`config.mk`:
```
export PLATFORM = sky130hd
export DESIGN_NAME = uart_rx_brk
export DESIGN_NICKNAME = d
export VERILOG_FILES = /design/src/rtl/uart_rx_pkg.sv /design/src/rtl/uart_rx_sync.sv /design/src/rtl/uart_rx_parity.sv /design/src/rtl/uart_rx_frame.sv /design/src/rtl/uart_rx_brk.sv
export SDC_FILE = /design/constraint.sdc
export NUM_CORES = 1
export LEC_CHECK = 0
export BUFFER_PORTS_ARGS = -buffer_cell sky130_fd_sc_hd__buf_4
export CAP_MARGIN = 20
export CORE_MARGIN = 4
export CORE_UTILIZATION = 41
export DETAILED_ROUTE_END_ITERATION = 10
export REMOVE_ABC_BUFFERS = 1
export SLEW_MARGIN = 20
export SYNTH_ARGS = -nofsm -noshare
export SYNTH_HDL_FRONTEND = slang
export SYNTH_SLANG_ARGS = --single-unit
```
`constraint.sdc`:
```
create_clock -name clk -period 2.6 [get_ports clk]
set_input_delay 0.26 -clock clk [delete_from_list [all_inputs] [get_ports clk]]
set_output_delay 0.26 -clock clk [all_outputs]
set_load 0.02 [all_outputs]
```
`src/rtl/uart_rx_pkg.sv`:
```
package uart_rx_pkg;

  typedef enum logic [2:0] {
    ST_IDLE,
    ST_START,
    ST_DATA,
    ST_PARITY,
    ST_STOP,
    ST_CONFIRM,
    ST_BRKWAIT,
    ST_REARM
  } rx_state_t;

endpackage

```
`src/rtl/uart_rx_sync.sv`:
```
module uart_rx_sync #(
  parameter int   STAGES    = 2,
  parameter logic RESET_VAL = 1'b1
) (
  input  logic clk,
  input  logic rst,
  input  logic d,
  output logic q
);

  logic [STAGES-1:0] chain;

  always_ff @(posedge clk) begin
    if (rst) chain <= {STAGES{RESET_VAL}};
    else     chain <= {chain[STAGES-2:0], d};
  end

  assign q = chain[STAGES-1];

endmodule

```
`src/rtl/uart_rx_parity.sv`:
```
module uart_rx_parity #(
  parameter int DATA_W = 8
) (
  input  logic [DATA_W-1:0] data,
  input  logic              par_bit,
  input  logic              par_en,
  input  logic              par_odd,
  output logic              par_err
);

  // Unused upper data bits are held at zero, so reducing the whole word is exact.
  logic expected;
  assign expected = (^data) ^ par_odd;
  assign par_err  = par_en & (par_bit != expected);

endmodule

```
`src/rtl/uart_rx_frame.sv`:
```
module uart_rx_frame
  import uart_rx_pkg::*;
#(
  parameter int OVERSAMPLE = 16,
  parameter int DATA_W     = 8
) (
  input  logic              clk,
  input  logic              rst,
  input  logic              tick,
  input  logic              rxd,
  input  logic [1:0]        cfg_data_bits,
  input  logic              cfg_par_en,
  input  logic              par_err,
  output logic [DATA_W-1:0] shreg,
  output logic              par_bit,
  output logic              char_valid,
  output logic [DATA_W-1:0] char_data,
  output logic              char_perr,
  output logic              char_ferr,
  output logic              char_brk
);

  localparam int SUB_W    = $clog2(OVERSAMPLE);
  localparam int IDX_W    = $clog2(DATA_W);
  localparam int MIN_BITS = DATA_W - 3;
  localparam logic [SUB_W-1:0] MID  = SUB_W'(OVERSAMPLE / 2 - 1);
  localparam logic [SUB_W-1:0] LAST = SUB_W'(OVERSAMPLE - 1);

  rx_state_t         state;
  logic [SUB_W-1:0]  sub;
  logic [IDX_W-1:0]  bit_idx;
  logic [IDX_W-1:0]  last_idx;
  logic              zero_word;

  assign last_idx  = IDX_W'(MIN_BITS - 1) + IDX_W'(cfg_data_bits);
  assign zero_word = (shreg == '0) && !(cfg_par_en && par_bit);

  always_ff @(posedge clk) begin
    if (rst) begin
      state      <= ST_IDLE;
      sub        <= '0;
      bit_idx    <= '0;
      shreg      <= '0;
      par_bit    <= 1'b0;
      char_valid <= 1'b0;
      char_data  <= '0;
      char_perr  <= 1'b0;
      char_ferr  <= 1'b0;
      char_brk   <= 1'b0;
    end else begin
      char_valid <= 1'b0;
      if (tick) begin
        unique case (state)
          ST_IDLE: begin
            if (!rxd) begin
              state <= ST_START;
              sub   <= SUB_W'(1);
            end
          end

          ST_START: begin
            if (sub == MID) begin
              if (!rxd) begin
                state   <= ST_DATA;
                sub     <= '0;
                bit_idx <= '0;
                shreg   <= '0;
                par_bit <= 1'b0;
              end else begin
                state <= ST_IDLE;
              end
            end else begin
              sub <= sub + 1'b1;
            end
          end

          ST_DATA: begin
            if (sub == LAST) begin
              sub            <= '0;
              shreg[bit_idx] <= rxd;
              if (bit_idx == last_idx) state <= cfg_par_en ? ST_PARITY : ST_STOP;
              else                     bit_idx <= bit_idx + 1'b1;
            end else begin
              sub <= sub + 1'b1;
            end
          end

          ST_PARITY: begin
            if (sub == LAST) begin
              sub     <= '0;
              par_bit <= rxd;
              state   <= ST_STOP;
            end else begin
              sub <= sub + 1'b1;
            end
          end

          ST_STOP: begin
            if (sub == LAST) begin
              sub <= '0;
              if (rxd) begin
                char_valid <= 1'b1;
                char_data  <= shreg;
                char_perr  <= par_err;
                char_ferr  <= 1'b0;
                char_brk   <= 1'b0;
                state      <= ST_IDLE;
              end else if (zero_word) begin
                state <= ST_BRKWAIT;
              end else begin
                char_valid <= 1'b1;
                char_data  <= shreg;
                char_perr  <= par_err;
                char_ferr  <= 1'b1;
                char_brk   <= 1'b0;
                state      <= ST_CONFIRM;
              end
            end else begin
              sub <= sub + 1'b1;
            end
          end

          ST_CONFIRM: begin
            // second look at the low level taken as the next start bit
            if (!rxd) begin
              state   <= ST_DATA;
              sub     <= SUB_W'(1);
              bit_idx <= '0;
              shreg   <= '0;
              par_bit <= 1'b0;
            end else begin
              state <= ST_IDLE;
            end
          end

          ST_BRKWAIT: begin
            if (rxd) begin
              char_valid <= 1'b1;
              char_data  <= '0;
              char_perr  <= par_err;
              char_ferr  <= 1'b1;
              char_brk   <= 1'b0;
              state      <= ST_IDLE;
            end else if (sub == MID) begin
              char_valid <= 1'b1;
              char_data  <= '0;
              char_perr  <= 1'b0;
              char_ferr  <= 1'b0;
              char_brk   <= 1'b1;
              sub        <= '0;
              state      <= ST_REARM;
            end else begin
              sub <= sub + 1'b1;
            end
          end

          ST_REARM: begin
            if (!rxd)            sub   <= '0;
            else if (sub == MID) state <= ST_IDLE;
            else                 sub   <= sub + 1'b1;
          end

          default: state <= ST_IDLE;
        endcase
      end
    end
  end

  // strobe never lasts two clocks
  a_r10_strobe_single: assert property (@(posedge clk) disable iff (rst)
    char_valid |=> !char_valid);

  // a break character carries an all-zero byte
  a_r7_brk_data_zero: assert property (@(posedge clk) disable iff (rst)
    (char_valid && char_brk) |-> (char_data == '0));

  // break tag excludes the other tags
  a_r7_brk_excl: assert property (@(posedge clk) disable iff (rst)
    (char_valid && char_brk) |-> (!char_ferr && !char_perr));

  // nothing is emitted while waiting for the line to re-arm
  a_r9_rearm_silent: assert property (@(posedge clk) disable iff (rst)
    (state == ST_REARM) |=> !char_valid);

  // a start candidate that is high at its midpoint returns to idle
  a_r2_false_start: assert property (@(posedge clk) disable iff (rst)
    (state == ST_START && tick && sub == MID && rxd) |=> (state == ST_IDLE));

  // in 5-bit mode the upper data bits stay zero
  a_r3_upper_zero: assert property (@(posedge clk) disable iff (rst)
    (char_valid && cfg_data_bits == 2'b00) |-> (char_data[DATA_W-1:MIN_BITS] == '0));

endmodule

```
`src/rtl/uart_rx_brk.sv`:
```
module uart_rx_brk #(
  parameter int OVERSAMPLE  = 16,
  parameter int DATA_W      = 8,
  parameter int SYNC_STAGES = 2
) (
  input  logic              clk,
  input  logic              rst,
  input  logic              sample_tick,
  input  logic              rxd,
  input  logic [1:0]        cfg_data_bits,
  input  logic              cfg_par_en,
  input  logic              cfg_par_odd,
  output logic              char_valid,
  output logic [DATA_W-1:0] char_data,
  output logic              char_perr,
  output logic              char_ferr,
  output logic              char_brk
);

  logic              rxd_s;
  logic [DATA_W-1:0] shreg;
  logic              par_bit;
  logic              par_err;

  uart_rx_sync #(
    .STAGES    (SYNC_STAGES),
    .RESET_VAL (1'b1)
  ) u_sync (
    .clk (clk),
    .rst (rst),
    .d   (rxd),
    .q   (rxd_s)
  );

  uart_rx_parity #(
    .DATA_W (DATA_W)
  ) u_parity (
    .data    (shreg),
    .par_bit (par_bit),
    .par_en  (cfg_par_en),
    .par_odd (cfg_par_odd),
    .par_err (par_err)
  );

  uart_rx_frame #(
    .OVERSAMPLE (OVERSAMPLE),
    .DATA_W     (DATA_W)
  ) u_frame (
    .clk           (clk),
    .rst           (rst),
    .tick          (sample_tick),
    .rxd           (rxd_s),
    .cfg_data_bits (cfg_data_bits),
    .cfg_par_en    (cfg_par_en),
    .par_err       (par_err),
    .shreg         (shreg),
    .par_bit       (par_bit),
    .char_valid    (char_valid),
    .char_data     (char_data),
    .char_perr     (char_perr),
    .char_ferr     (char_ferr),
    .char_brk      (char_brk)
  );

endmodule

```
==> results of run 1 <==
## power groups by stage
stage | registers (uW) | clock network, uW | logic (uW)
6_report | 514 | 495 | 81.0
3_3_place_gp | 525 | 0 | 81.1
3_5_place_dp | 525 | 0 | 80.2
2_1_floorplan | 530 | 0 | 39.4
5_1_grt | 514 | 540 | 90.3
4_1_cts | 514 | 513 | 80.7
## final timing paths
path	startpoint	endpoint	slack [ps]	depth (start not counted)
worst min-delay path	rxd	u_sync.chain[0]	160	2
worst max-delay path	u_frame.state[2]	u_frame.state[0]	360	8
worst min register to register	u_sync.chain[0]	u_sync.chain[1]	420	1
worst max register to register	u_frame.state[2]	u_frame.state[0]	360	8
## stage by stage
step           hold slack, ps  utilization, %
6_report                160.3           49.20
3_3_place_gp            391.5           46.77
4_1_cts                 152.2           49.20
5_1_grt                 164.0           49.20
3_5_place_dp            399.4           46.77
2_1_floorplan           329.1               -
## state kept, by name, summed over array words and instances, names as in the netlist
| name | flops |
|---|---|
| u_frame.char_data | 8 |
| u_frame.shreg | 8 |
| u_frame.sub | 4 |
| u_frame.bit_idx | 3 |
| u_frame.state | 3 |
| u_sync.chain | 2 |
| u_frame.char_brk | 1 |
| u_frame.char_ferr | 1 |
| u_frame.char_perr | 1 |
| u_frame.char_valid | 1 |
| u_frame.par_bit | 1 |
## synth_stat cells (4+ instances only)
master / count
o21ai_0: 16
nor2b_1: 5
inv_1: 15
nand2_1: 25
nand3_1: 18
nor3_1: 5
ha_1: 8
nor2_1: 13
buf_2: 8
dfxtp_1: 33
xnor2_1: 7
a21oi_1: 37
a211oi_1: 4
nand4_1: 5
clkbuf_1: 7
## per-layer routing
layer / GRT usage, % / up-vias / routed length (um)
met1: 24.58 / 877 / 2521
met2: 26.23 / 41 / 2172
met3: 3.628 / 8 / 251
met4: 5.670 / 0 / 65
met5: 0 / - / 0
li1: - / 978 / -
## layout make-up
type / instances / share of cell area [%]
Sequential cell: 33 / 28.06
Tap cell: 67 / 3.560
Multi-Input combinational cell: 197 / 53.08
Clock buffer: 7 / 3.666
Clock inverter: 1 / 1.275
Timing Repair Buffer: 25 / 7.970
Inverter: 15 / 2.391
## cell families (layout without fill, tap and decap cells)
group           Yosys count  count (layout)  share of synthesized area, %
fa+ha+maj                 8               8                         4.869
buf+inv                  34              48                         7.060
flops                    33              33                         32.14
xor+xnor                  8               8                         3.409
simple gates             96              96                         26.60
compound gates           85              85                         25.93
## worst max-delay path, stage by stage, from the launching register on
cell,delay [ps]
dfxtp_1,310
nor2b_1,130
nand2_1,260
inv_1,120
ha_1,290
a32oi_2,260
nand4_2,180
or4_1,530
o31ai_1,70
## cell usage in the layout (no fill, tap or decap), types with 5 or more instances in the layout
cell type / instances
xnor2_1: 7
buf_4: 25
nand2_1: 25
nand4_1: 5
nor2_1: 13
nor3_1: 5
ha_1: 8
inv_1: 15
nand3_1: 18
nor2b_1: 5
clkbuf_8: 6
dfxtp_1: 33
a21oi_1: 37
o21ai_0: 16
==> flow_metrics.env, run 1 <==
export IMPL_status="complete, no violations"
export IMPL_comb_power_share_pct=7.4
export IMPL_cts_num_sinks=33
export IMPL_grt_pass1_vias=1817
export IMPL_netlist_cell_type_count=55
export IMPL_firstDrtPassIters=4
export IMPL_critPathCaptureType="flip-flop"
export IMPL_period_minus_slack_ps=2239
export IMPL_clock_latency_ps=280
export IMPL_drive_gt1_share_pct=16.55
export IMPL_tightest_slew_ps=658.7
export IMPL_die_area_mm2=0.006211
export IMPL_hold_class="primary input to flip-flop"
export IMPL_placed_cells=337
export IMPL_holdBufCountCts=0
export IMPL_design_area_mm2=0.002355
export IMPL_total_leakage_power_uw=0.0008834
export IMPL_max_slew_margin_pct=55.79
export IMPL_arrival_ps=2440
export IMPL_placed_cell_area_mm2=0.002238
export IMPL_totalWireLength_um=5011
export IMPL_n_fill_cell=499
export IMPL_yosys_top_cells_area="dfxtp_1, a21oi_1, ha_1"
export IMPL_ys_seq_area_share_pct=32.14
export IMPL_syn_avg_cell_area_um2=7.787
export IMPL_cts_root_buf="clkbuf_8"
export IMPL_grt_first_pass_wirelength_um=8756
export IMPL_finalNetCount=293
export IMPL_setup_viol=0
export IMPL_rsz0062_at_grt="false"
export IMPL_cts_max_level=2
export IMPL_num_rows=25
export IMPL_slew_violations=0
export IMPL_die_width_um=78.81
export IMPL_synth_edff_count=0
export IMPL_postCtsSetupRepairBufs=0
export IMPL_gp_congestion=0.8141
export IMPL_core_area_mm2=0.004786
export IMPL_p_int_uw=853.8
export IMPL_multiInputGateArea_mm2=0.001250
export IMPL_vias_per_cell=5.519
export IMPL_fin_cells=345
export IMPL_async_flop_share_pct=0
export IMPL_remaining_drc_errors=0
export IMPL_fin_skew_ps=4.491
export IMPL_finalCritPeriodShare_pct=86.13
export IMPL_synth_top_area_share_pct=32.14
export IMPL_yosys_area_top_type="dfxtp_1"
export IMPL_power_uw=1090
export IMPL_drt_iter0_markers=95
export IMPL_fmax_mhz=446.6
export IMPL_seq_power_share_pct=47.1
export IMPL_synth_seq_cells=33
export IMPL_clock_path_buffers=2
export IMPL_synth_area_mm2=0.002056
export IMPL_wire_per_inst_um=14.52
export IMPL_antenna_found_initial=0
export IMPL_io_pins=20
export IMPL_maxCapViolations=0
export IMPL_ff_latch_area_um2=660.6
export IMPL_yosys_warnings=0
export IMPL_dp_slack_ps=394.4
export IMPL_p_sw_uw=236.6
export IMPL_syn2layout_area_growth_pct=14.55
export IMPL_final_hold_violation_count=0
export IMPL_cts_made_buffers=5
export IMPL_path_max_fanout=10
export IMPL_clk_pin_slew_ps=70
export IMPL_syn_inst=264
export IMPL_powerDensity_mw_per_mm2=463.1
export IMPL_p_clk_share_pct=45.4
export IMPL_crit_path_start_kind="flip-flop"
export IMPL_layout_setup_ws_ps=360.6
export IMPL_grt_max_degree=38
export IMPL_fin_setup_tns_ps=0
export IMPL_cp_required_ps=2800
export IMPL_gr_total_overflow=0
export IMPL_switching_share_pct=21.70
export IMPL_ant_nets=0
export IMPL_vdd_drop_max_uv=418.8
export IMPL_grt_util_all_layers_pct=17.36
export IMPL_cts_tree="built"
export IMPL_num_antenna_cells=0
export IMPL_synth_main_ff_cell="dfxtp_1"
export IMPL_worstSetupPathType="flip-flop to flip-flop"
export IMPL_hpwlAfterDp_um=3503
export IMPL_start_util_pct=42.95
export IMPL_port_buffers=19
export IMPL_cts_resized=0
export IMPL_die_h_um=78.81
export IMPL_dr_total_vias=1904
(Power assumes the default switching activity.)
==> inputs of run 2 (changes only) <==
Clock period 2.6 ns to 2.1 ns, I/O delays scaled along.
==> flow_metrics.env, run 2 (synthesis gave the netlist of run 1 again) <==
export IMPL_clock_path_buffers=2
export IMPL_path_max_fanout=7
export IMPL_vias_per_cell=5.447
export IMPL_io_pins=20
export IMPL_die_h_um=78.81
export IMPL_drive_gt1_share_pct=20.62
export IMPL_critPathCaptureType="flip-flop"
export IMPL_final_common_cell="buf_4"
export IMPL_powerDensity_mw_per_mm2=558.4
export IMPL_grt_first_pass_wirelength_um=8873
export IMPL_path_delay_family="simple AND/OR/NAND/NOR gates"
export IMPL_num_rows=25
export IMPL_finalCritPeriodShare_pct=91.07
export IMPL_final_hold_violation_count=0
export IMPL_period_minus_slack_ps=1912
export IMPL_crit_path_start_kind="flip-flop"
export IMPL_clk_pin_slew_ps=70
export IMPL_worstSetupPathType="flip-flop to flip-flop"
export IMPL_gp_congestion=0.8071
export IMPL_max_stage_delay_ps=520
export IMPL_fmax_mhz=522.9
export IMPL_remaining_drc_errors=0
export IMPL_firstDrtPassIters=5
export IMPL_r2r_start="u_frame.sub[1]"
export IMPL_rsz0062_at_grt="false"
export IMPL_status="complete, no violations"
export IMPL_layout_common_cells="buf_4, a21oi_1, dfxtp_1"
export IMPL_num_antenna_cells=0
export IMPL_crit_buf_inv=0
export IMPL_wire_per_inst_um=14.21
export IMPL_vdd_drop_max_uv=205.6
export IMPL_cts_root_buf="clkbuf_8"
export IMPL_n_fill_cell=484
export IMPL_cts_max_level=2
export IMPL_die_area_mm2=0.006211
export IMPL_totalWireLength_um=5086
export IMPL_drt_iter0_markers=126
export IMPL_cts_num_sinks=33
export IMPL_holdBufCountCts=0
export IMPL_hold_class="primary input to flip-flop"
export IMPL_design_area_mm2=0.002455
export IMPL_slew_violations=0
export IMPL_power_uw=1371
export IMPL_syn2layout_area_growth_pct=19.42
export IMPL_core_area_mm2=0.004786
export IMPL_hpwlAfterDp_um=3633
export IMPL_fin_setup_tns_ps=0
export IMPL_fin_skew_ps=4.201
export IMPL_grt_pass1_vias=1844
export IMPL_grt_util_all_layers_pct=17.80
export IMPL_start_util_pct=42.95
export IMPL_grt_max_degree=38
export IMPL_crit_path_cell_trace="ha_2 -> nand3_4 -> a32oi_2 -> nand4_2 -> or4_1 -> o31ai_1"
export IMPL_ff_latch_area_um2=660.6
export IMPL_crit_slowest_cell="or4_1"
export IMPL_cp_required_ps=2300
export IMPL_setup_viol=0
export IMPL_max_slew_margin_pct=70.15
export IMPL_multiInputGateArea_mm2=0.001252
export IMPL_gr_total_overflow=0
export IMPL_clock_latency_ps=280
export IMPL_holdWs_ps=104.7
export IMPL_port_buffers=19
export IMPL_antenna_found_initial=0
export IMPL_startpoint="u_frame.sub[1]"
export IMPL_ant_nets=0
export IMPL_reg_top3="u_frame.char_data: 8 flops, u_frame.shreg: 8 flops, u_frame.sub: 4 flops"
export IMPL_maxCapViolations=0
export IMPL_dr_total_vias=1950
export IMPL_tightest_slew_ps=446.1
export IMPL_finalNetCount=306
export IMPL_cts_made_buffers=5
export IMPL_total_leakage_power_uw=0.0009447
export IMPL_placed_cell_area_mm2=0.002336
export IMPL_min_delay_start="rxd"
export IMPL_arrival_ps=2110
export IMPL_die_width_um=78.81
export IMPL_cts_tree="built"
## run 2: cell types whose count changed in the layout (fill, tap and decap cells not counted)
| cell | delta |
|---|---|
| ha_2 | +1 |
| ha_1 | -1 |
| a21boi_1 | +1 |
| buf_4 | +13 |
| a21boi_0 | -1 |
## run 2: where the power goes
part	internal (uW)	switching, uW	total, uW
Combinational	45.4	64.2	110
Clock	387	239	626
Sequential	631	4.20	635
## run 2: layout make-up
class	count	area share, %
Multi-Input combinational cell	197	51.02
Sequential cell	33	26.91
Timing Repair Buffer	38	11.62
Clock buffer	7	3.517
Tap cell	67	3.415
Inverter	15	2.294
Clock inverter	1	1.223
## run 2: what timing repair did
item / in CTS / in global routing
setup endpoints to repair: 0 / 2
setup buffers: 0 / 0
hold endpoints to repair: 0 / 0
resized for setup: 0 / 2
## run 2: through the flow
stage / std cells / utilization [%] / worst slack [ps]
after global routing: 358 / 51.29 / 23.79
final: 358 / 51.29 / 187.6
after CTS: 358 / 51.24 / 128.2
after global placement: 350 / 48.81 / 189.0
after detailed placement: 350 / 48.81 / 150.7
after floorplan: 245 / - / -398.4
## run 2: path summary, 6_finish.rpt
kind | endpoint | slack, ps | depth (start not counted)
worst max-delay path | u_frame.state[0] | 190 | 6
worst min register to register | u_sync.chain[1] | 440 | 1
worst max register to register | u_frame.state[0] | 190 | 6
worst min-delay path | u_sync.chain[0] | 100 | 2
## run 2: routing by layer
metal / GRT usage (%) / up-vias / part of all wire (%)
met1: 24.98 / 884 / 51
met5: 0 / - / 0
li1: - / 1007 / -
met2: 26.15 / 51 / 43
met3: 4.649 / 8 / 4.9
met4: 6.529 / 0 / 1.2
==> inputs of run 3 (changes only) <==
Settings changed: CORE_ASPECT_RATIO set to 0.75, REMOVE_ABC_BUFFERS 1 to not set.
==> flow_metrics.env, run 3 (synthesis gave the netlist of run 1 again) <==
export IMPL_path_max_fanout=7
export IMPL_r2r_start="u_frame.sub[1]"
export IMPL_p_clk_share_pct=46.0
export IMPL_arrival_ps=2120
export IMPL_num_antenna_cells=0
export IMPL_firstDrtPassIters=4
export IMPL_clock_path_buffers=2
export IMPL_core_area_mm2=0.004872
export IMPL_rsz0062_at_grt="false"
export IMPL_gp_congestion=0.8910
export IMPL_setup_viol=0
export IMPL_reg_top3="u_frame.char_data: 8 flops, u_frame.shreg: 8 flops, u_frame.sub: 4 flops"
export IMPL_die_area_mm2=0.006223
export IMPL_final_common_cell="a21oi_1"
export IMPL_finalCritPeriodShare_pct=92.37
export IMPL_ff2ff_path_depth=6
export IMPL_tightest_slew_ps=477.6
export IMPL_cts_made_buffers=5
export IMPL_layout_common_cells="a21oi_1, buf_4, dfxtp_1"
export IMPL_crit_path_start_kind="flip-flop"
export IMPL_critPathCaptureType="flip-flop"
export IMPL_grt_first_pass_wirelength_um=8666
export IMPL_drive_gt1_share_pct=20.49
export IMPL_cts_root_buf="clkbuf_8"
export IMPL_endpoint="u_frame.state[1]"
export IMPL_maxCapViolations=0
export IMPL_grt_max_degree=38
export IMPL_max_slew_margin_pct=67.92
export IMPL_vdd_drop_max_uv=248.4
export IMPL_switching_share_pct=22.80
export IMPL_hpwlAfterDp_um=3652
export IMPL_seq_power_share_pct=46.2
export IMPL_worstSetupPathType="flip-flop to flip-flop"
export IMPL_port_buffers=19
export IMPL_fin_setup_tns_ps=0
export IMPL_num_rows=22
export IMPL_grt_util_all_layers_pct=16.82
export IMPL_finalNetCount=303
export IMPL_die_h_um=69.32
export IMPL_fin_skew_ps=3.589
export IMPL_multiInputGateArea_mm2=0.001260
export IMPL_design_area_mm2=0.002432
export IMPL_syn_nets=280
export IMPL_worstReg2RegEnd="u_frame.state[1]"
export IMPL_vias_per_cell=5.670
export IMPL_total_leakage_power_uw=0.0009456
export IMPL_startpoint="u_frame.sub[1]"
export IMPL_totalWireLength_um=5096
export IMPL_syn2layout_area_growth_pct=18.32
export IMPL_p_int_uw=1062
export IMPL_fmax_mhz=515.5
export IMPL_clock_latency_ps=290
export IMPL_comb_power_share_pct=7.8
export IMPL_cp_required_ps=2280
export IMPL_period_minus_slack_ps=1940
export IMPL_hold_class="primary input to flip-flop"
export IMPL_ant_nets=0
export IMPL_placed_cell_area_mm2=0.002312
export IMPL_n_fill_cell=516
export IMPL_antenna_found_initial=0
export IMPL_holdBufCountCts=0
export IMPL_io_pins=20
export IMPL_clk_pin_slew_ps=70
export IMPL_remaining_drc_errors=0
export IMPL_powerDensity_mw_per_mm2=565.5
export IMPL_slew_violations=0
export IMPL_r2r_slack_ps=160
export IMPL_cts_num_sinks=33
export IMPL_cts_tree="built"
export IMPL_drt_iter0_markers=133
export IMPL_die_width_um=89.77
export IMPL_cts_max_level=2
export IMPL_final_hold_violation_count=0
export IMPL_gr_total_overflow=0
export IMPL_start_util_pct=42.19
export IMPL_postCtsSetupRepairBufs=0
export IMPL_p_sw_uw=313.6
export IMPL_grt_pass1_vias=1744
export IMPL_wire_per_inst_um=14.64
export IMPL_dr_total_vias=1973
export IMPL_status="complete, no violations"
export IMPL_ff_latch_area_um2=661.9
==> run 3: routing by layer <==
layer,global-route usage [%],share of wire (%),wire (um)
met5,0,0,0
met4,5.102,1.4,71
met3,3.905,6.5,333
met2,23.00,41,2064
met1,25.75,52,2627
==> run 3: metrics by stage <==
step           instances  hold WS [ps]  util (%)  setup WS [ps]  total power (uW)
6_report             348         101.2     49.92          160.2              1375
5_1_grt              348         111.9     49.92         0.8840              1428
4_1_cts              348         100.6     49.85          119.8              1389
3_5_place_dp         340         398.4     47.46          120.5             755.9
3_3_place_gp         340         393.3     47.46          137.2             756.5
2_1_floorplan        264         313.8         -          13.51             720.5
==> run 3: worst max-delay path: stages, from the launching register on <==
cell	delay (ps)
dfxtp_1	360
ha_2	290
nand3_4	120
a32oi_2	290
nand4_2	180
o31a_1	310
a311oi_1	290
==> run 3: worst min path at each step <==
stage | from | endpoint | slack (ps) | cells past startpoint
after detailed placement | u_sync.chain[0] | u_sync.chain[1] | 400 | 1
after global placement | u_sync.chain[0] | u_sync.chain[1] | 390 | 1
after floorplan | rxd | u_sync.chain[0] | 310 | 1
after global routing | rxd | u_sync.chain[0] | 110 | 2
final | rxd | u_sync.chain[0] | 100 | 2
after CTS | rxd | u_sync.chain[0] | 100 | 2
==> run 3: timing repair <==
| item | 4_1_cts | 5_1_grt |
|---|---|---|
| gates resized for setup | 0 | 2 |
| endpoints found under the hold margin | 0 | 0 |
| setup endpoints to repair | 0 | 2 |
==> run 3: area by class of cell <==
class | count | share of cell area, %
clock inverter | 1 | 1.235
inverter | 15 | 2.315
tap | 60 | 3.086
sequential | 33 | 27.21
timing repair buffer | 35 | 10.80
multi-input combinational | 197 | 51.80
clock buffer | 7 | 3.549
==> run 3: power groups by stage <==
stage	Sequential, uW	Combinational [uW]	Clock (uW)
after floorplan	650	70.9	0
after global placement	649	107	0
after detailed placement	649	107	0
after CTS	635	107	647
after global routing	636	119	673
final	635	108	633
